File: src/rtl/sdram_trk_pkg.sv
package sdram_trk_pkg;
  typedef enum logic [2:0] {
    CMD_NONE,
    CMD_ACT,
    CMD_RD,
    CMD_WR,
    CMD_PRE,
    CMD_REF
  } cmd_e;
endpackage

File: src/rtl/sdram_cmd_decode.sv
module sdram_cmd_decode
  import sdram_trk_pkg::*;
(
  input  logic cs_n,
  input  logic ras_n,
  input  logic cas_n,
  input  logic we_n,
  input  logic cke,
  output cmd_e cmd
);
  always_comb begin
    cmd = CMD_NONE;
    if (!cs_n) begin
      unique case ({ras_n, cas_n, we_n})
        3'b011:  cmd = CMD_ACT;
        3'b101:  cmd = CMD_RD;
        3'b100:  cmd = CMD_WR;
        3'b010:  cmd = CMD_PRE;
        3'b001:  cmd = cke ? CMD_REF : CMD_NONE;
        default: cmd = CMD_NONE;
      endcase
    end
  end
endmodule

File: src/rtl/sdram_bank_slot.sv
module sdram_bank_slot #(
  parameter int ROW_W     = 13,
  parameter int BURST_LEN = 4
) (
  input  logic             clk,
  input  logic             rst_n,
  input  logic             act_i,
  input  logic             close_i,
  input  logic             rw_i,
  input  logic             ap_i,
  input  logic [ROW_W-1:0] row_i,
  output logic             active_o,
  output logic [ROW_W-1:0] row_o
);
  localparam int CNT_W = $clog2(BURST_LEN + 1);

  logic             active_d;
  logic [ROW_W-1:0] row_d;
  logic [CNT_W-1:0] cnt_q, cnt_d;
  logic             row_en;

  always_comb begin
    active_d = active_o;
    cnt_d    = cnt_q;
    row_en   = 1'b0;
    row_d    = row_i;
    if (close_i) begin
      active_d = 1'b0;
      cnt_d    = '0;
    end else if (act_i) begin
      active_d = 1'b1;
      row_en   = 1'b1;
    end else if (rw_i && ap_i) begin
      cnt_d = CNT_W'(BURST_LEN);
    end else if (cnt_q != '0) begin
      cnt_d = cnt_q - 1'b1;
      if (cnt_q == CNT_W'(1)) active_d = 1'b0;
    end
  end

  always_ff @(posedge clk or negedge rst_n) begin
    if (!rst_n) begin
      active_o <= 1'b0;
      cnt_q    <= '0;
      row_o    <= '0;
    end else begin
      active_o <= active_d;
      cnt_q    <= cnt_d;
      if (row_en) row_o <= row_d;
    end
  end

  p_open_row_r3: assert property (@(posedge clk) disable iff (!rst_n)
    act_i |=> (active_o && row_o == $past(row_i)));

  p_ap_close_r5: assert property (@(posedge clk) disable iff (!rst_n)
    (cnt_q == CNT_W'(1) && !close_i && !act_i) |=> !active_o);

  p_close_r4: assert property (@(posedge clk) disable iff (!rst_n)
    close_i |=> !active_o);
endmodule

File: src/rtl/sdram_cmd_tracker.sv
module sdram_cmd_tracker
  import sdram_trk_pkg::*;
#(
  parameter int NUM_BANKS = 4,
  parameter int ROW_W     = 13,
  parameter int AP_BIT    = 10,
  parameter int BURST_LEN = 4
) (
  input  logic                       clk,
  input  logic                       rst_n,
  input  logic                       cs_n,
  input  logic                       ras_n,
  input  logic                       cas_n,
  input  logic                       we_n,
  input  logic                       cke,
  input  logic [$clog2(NUM_BANKS)-1:0] ba,
  input  logic [ROW_W-1:0]           addr,
  output logic                       act_stb,
  output logic                       rd_stb,
  output logic                       wr_stb,
  output logic                       pre_stb,
  output logic                       ref_stb,
  output logic                       illegal,
  output logic [NUM_BANKS-1:0]       bank_active,
  output logic [NUM_BANKS*ROW_W-1:0] open_row
);
  localparam int BA_W = $clog2(NUM_BANKS);

  logic [1:0] rst_sync;
  logic       rst_q;
  cmd_e       cmd_w;
  logic       sel_active, all_idle, accept, ap_bit;
  logic [5:0] stb_d, stb_q;

  always_ff @(posedge clk or negedge rst_n) begin
    if (!rst_n) rst_sync <= 2'b00;
    else        rst_sync <= {rst_sync[0], 1'b1};
  end
  assign rst_q = rst_sync[1];

  sdram_cmd_decode u_dec (
    .cs_n (cs_n), .ras_n(ras_n), .cas_n(cas_n),
    .we_n (we_n), .cke  (cke),   .cmd  (cmd_w)
  );

  assign sel_active = bank_active[ba];
  assign all_idle   = (bank_active == '0);
  assign ap_bit     = addr[AP_BIT];

  always_comb begin
    unique case (cmd_w)
      CMD_ACT:        accept = !sel_active;
      CMD_RD, CMD_WR: accept = sel_active;
      CMD_PRE:        accept = 1'b1;
      CMD_REF:        accept = all_idle;
      default:        accept = 1'b0;
    endcase
    stb_d = {cmd_w == CMD_ACT && accept,
             cmd_w == CMD_RD  && accept,
             cmd_w == CMD_WR  && accept,
             cmd_w == CMD_PRE,
             cmd_w == CMD_REF && accept,
             cmd_w != CMD_NONE && !accept};
  end

  always_ff @(posedge clk or negedge rst_q) begin
    if (!rst_q) stb_q <= '0;
    else        stb_q <= stb_d;
  end
  assign {act_stb, rd_stb, wr_stb, pre_stb, ref_stb, illegal} = stb_q;

  for (genvar b = 0; b < NUM_BANKS; b++) begin : g_bank
    logic hit;
    assign hit = (ba == BA_W'(b));
    sdram_bank_slot #(.ROW_W(ROW_W), .BURST_LEN(BURST_LEN)) u_slot (
      .clk     (clk),
      .rst_n   (rst_q),
      .act_i   (cmd_w == CMD_ACT && accept && hit),
      .close_i (cmd_w == CMD_PRE && (ap_bit || hit)),
      .rw_i    ((cmd_w == CMD_RD || cmd_w == CMD_WR) && accept && hit),
      .ap_i    (ap_bit),
      .row_i   (addr),
      .active_o(bank_active[b]),
      .row_o   (open_row[b*ROW_W +: ROW_W])
    );
  end

  p_excl_r9: assert property (@(posedge clk) disable iff (!rst_q)
    $onehot0({act_stb, rd_stb, wr_stb, pre_stb, ref_stb, illegal}));

  p_desel_r7: assert property (@(posedge clk) disable iff (!rst_q)
    cs_n |=> !(act_stb || rd_stb || wr_stb || pre_stb || ref_stb || illegal));

  p_act_busy_r8: assert property (@(posedge clk) disable iff (!rst_q)
    (cmd_w == CMD_ACT && sel_active) |=> (illegal && !act_stb));

  p_rw_idle_r2: assert property (@(posedge clk) disable iff (!rst_q)
    ((cmd_w == CMD_RD || cmd_w == CMD_WR) && !sel_active) |=> (illegal && !rd_stb && !wr_stb));

  p_pre_all_r4: assert property (@(posedge clk) disable iff (!rst_q)
    (cmd_w == CMD_PRE && ap_bit) |=> (bank_active == '0));

  p_ref_idle_r6: assert property (@(posedge clk) disable iff (!rst_q)
    ref_stb |-> (bank_active == '0));
endmodule

File: config.mk
export PLATFORM = sky130hd
export DESIGN_NAME = sdram_cmd_tracker
export DESIGN_NICKNAME = d
export VERILOG_FILES = /design/src/rtl/sdram_trk_pkg.sv /design/src/rtl/sdram_cmd_decode.sv /design/src/rtl/sdram_bank_slot.sv /design/src/rtl/sdram_cmd_tracker.sv
export SDC_FILE = /design/constraint.sdc
export NUM_CORES = 1
export LEC_CHECK = 0
export BUFFER_PORTS_ARGS = -buffer_cell sky130_fd_sc_hd__buf_2
export CAP_MARGIN = 20
export CORE_UTILIZATION = 53
export DETAILED_ROUTE_END_ITERATION = 10
export HOLD_SLACK_MARGIN = 0.06
export PLACE_DENSITY = 0.86
export RECOVER_POWER = 100
export SKIP_CTS_REPAIR_TIMING = 1
export SYNTH_ARGS = -nofsm -noshare
export SYNTH_HDL_FRONTEND = slang
export SYNTH_SLANG_ARGS = --single-unit
File: constraint.sdc
create_clock -name clk -period 2.77 [get_ports clk]
set_input_delay 0 -clock clk [delete_from_list [all_inputs] [get_ports clk]]
set_output_delay 0 -clock clk [all_outputs]
set_load 0.01 [all_outputs]
==> summary.md <==
| Metric | Value |
|---|---|
| Status | complete, no violations |
| Synthesized area | 3470 µm² |
| Peak VDD IR | 0.575 mV |
| Startpoint Class | flip-flop |
| Die ar. | 6880 µm² |
| TNS Setup | 0 ns |
| Overall Global Routing Usage | 0.220 |
| Synth cell types | 51 |
| IO Pins | 84 |
| Fin. Hold Viols | 0 |
| CTS tree | done |
| Pwr per Cell Area | 846 nW/µm² |
| Final ANT Viol Nets | 0 |
| Total Routed Length | 7580 µm |
| Clk sinks | 76 |
| Clk buf depth | 2 |
| CTS root buf | clkbuf_8 |
| Num CTS Buffers | 9 |
| Initial Util | 0.547 |
| LEAKAGE | 1.99 nW |
| Total grt overflow | 0 |
| Die span in x | 82.9 µm |
| Fin cells | 455 |
| Synth area leader | dfrtp_1 |
| Top cells by area, synth | dfrtp_1, mux2_2, ha_1, mux2_4, nand2_1 |
| Port-buffer cells | 83 |
| Max H-tree Level | 3 |
| Critical path data required time | 3.02 ns |
| Antenna violations before repair | 0 |
| Tightest Pin Transition | 1.15 ns |
| Seq cells post-synth | 76 |
| Nets | 407 |
| Crit. End Element | flip-flop |
| GPL Wtd Cong | 0.817 |
| RSZ-0062 raised after global routing | false |
| Minimum clock period | 2.33 ns |
| GRT Max-Usage Layer | met2 |
| Vias in the first global route | 2446 |
| Register area share after synthesis | 0.548 |
| Rel. slew slack | 0.236 |
| Final setup viols | 0 |
| Min-Delay Path Class | primary input to flip-flop |
| Worst Skew | 0.00766 ns |
| DR pass1 iterations | 4 |
| DRC errors left | 0 |
| Clk slew on worst S/H paths | 0.08 ns |
| Via count | 2531 |
| FP Rows | 29 |
| YS warnings | 0 |
| Global-route wire length before repair | 11800 µm |
| CP arrival | 2.58 ns |
| Layout cells sized above 1 | 0.235 |
| Core area | 6350 µm² |
| Clock latency on the worst-skew pair | 0.36 ns |
| Final period util | 0.840 |
| Area post-placement | 3900 µm² |
| Synth top area share | 0.548 |
| Post-Syn Nets | 306 |
| Largest net degree at the start of global routing | 52 |
| Maxcap violations | 0 |
| Die height | 82.9 µm |
| Number of flops mapped to enable cells by yosys | 0 |
| Post-Synthesis Cells | 272 |
| Placed Cells incl. Taps | 419 |
| Vias per cell | 5.56 |
| Fmax | 430 MHz |
| Met1 GRT Util | 0.288 |
| Area Overhead vs Synth | 21.0% |
| Main synth FF type | dfrtp_1 |
| Detail Placement HPWL | 4940 µm |
| Mapped Avg Cell Area | 12.8 µm² |
| Detailed Route Iter0 Violations | 145 |
| Pins Over Slew Limit | 0 |
| Routed len/inst | 16.7 µm |
| Met2 Use GR | 0.341 |
| Final Instance Area | 4200 µm² |
| Share of flip-flops with an asynchronous set or reset | 1.00 |
| N_diodes | 0 |
| Worst Path Max Fanout | 8 |
| Crit path kind | flip-flop to flip-flop |
| Grt met3 use | 0.0616 |
## area by class of cell
type	count	area (µm²)
Sequential cell	76	1900
Clock inverter	6	72.6
Clock buffer	10	128
Multi-Input combinational cell	170	1400
Tap cell	77	96.3
Inverter	10	37.5
Fill cell	507	2150
Timing Repair Buffer	106	564
## sequential cells by signal (all words and copies together) (netlist names)
| signal | flops |
|---|---|
| g_bank.u_slot.row_o | 52 |
| g_bank.u_slot.cnt_q | 12 |
| rst_sync | 2 |
| stb_q | 6 |
| g_bank.u_slot.active_o | 4 |
## per-stage QoR
stage	worst slack [ns]	util	total power [W]	hold WS, ns
2_1_floorplan	0.497	-	0.00236	-0.296
3_3_place_gp	0.889	0.615	0.00266	-0.213
3_5_place_dp	0.862	0.615	0.00274	-0.213
4_1_cts	0.846	0.646	0.00362	-0.604
5_1_grt	0.297	0.661	0.00376	0.0808
6_report	0.443	0.661	0.00355	0.0417
## critical path, stage by stage (launching register included)
cell	delay [ns]
dfrtp_1	0.47
or4b_2	0.68
nor4_1	0.39
nor4_1	0.11
dlygate4sd3_1	0.57
## layer usage
metal	vias to the layer above	wire (µm)
met3	11	476
met5	-	0
met1	1267	3350
li1	1160	-
met4	0	131
met2	93	3620
## synth_stat cells, types with 2 or more instances
library cell / count
nand2_1: 15
clkbuf_1: 2
inv_1: 10
and4bb_2: 2
buf_6: 3
o22ai_1: 3
and3_1: 2
nand3_1: 5
a22o_1: 3
and4b_1: 2
a21o_1: 2
mux2_2: 48
nand2b_1: 5
buf_4: 4
nor3b_1: 2
nor4_1: 3
dfrtp_1: 76
nor2_1: 14
nor2b_1: 3
a21oi_1: 5
o21a_1: 3
mux2_4: 4
ha_1: 12
o21ai_0: 11
nand3b_1: 3
buf_2: 5
## cell families (layout without fill, tap and decap cells)
| kind of cell | after synthesis | count (layout) | share of synthesized area |
|---|---|---|---|
| compound gates | 37 | 37 | 0.0692 |
| xor+xnor | 1 | 1 | 0.00252 |
| fa+ha+maj | 12 | 12 | 0.0433 |
| buf+inv | 26 | 132 | 0.0443 |
| flops | 76 | 76 | 0.548 |
| mux | 53 | 53 | 0.180 |
| other cells | 1 | 1 | 0.00108 |
| simple gates | 66 | 66 | 0.112 |
## report_power, final
| part | switching, W | internal (W) |
|---|---|---|
| sequential | 0.000204 | 0.00140 |
| combinational | 0.000573 | 0.000514 |
| clock | 0.000434 | 0.000426 |
| total | 0.00121 | 0.00234 |
## cells in the final DEF, fill, tap and decap left out, types with 5 or more instances in the layout
cell,synthesis,final
o21ai_0,11,12
ha_1,12,12
nor2_1,14,14
clkbuf_8,0,9
dfrtp_1,76,76
nand3_1,5,5
inv_1,10,10
clkbuf_1,2,66
a21oi_1,5,5
mux2_1,0,6
buf_2,5,20
nand2_1,15,15
dlygate4sd3_1,0,20
mux2_2,48,46
nand2b_1,5,5
## worst paths after layout
kind | slack [ns] | end | depth (start not counted) | start
max | 0.44 | stb_q[0] | 4 | g_bank[0].u_slot.active_o
min | 0.04 | stb_q[5] | 3 | cas_n
max reg2reg | 0.44 | stb_q[0] | 4 | g_bank[0].u_slot.active_o
min reg2reg | 0.37 | rst_sync[1] | 0 | rst_sync[0]
max in group asynchronous | 1.56 | g_bank[3].u_slot.cnt_q[0] | 1 | rst_sync[1]
min in group asynchronous | 0.42 | g_bank[0].u_slot.row_o[9] | 0 | rst_sync[1]
Note: power is estimated with default switching activity, not from simulation.
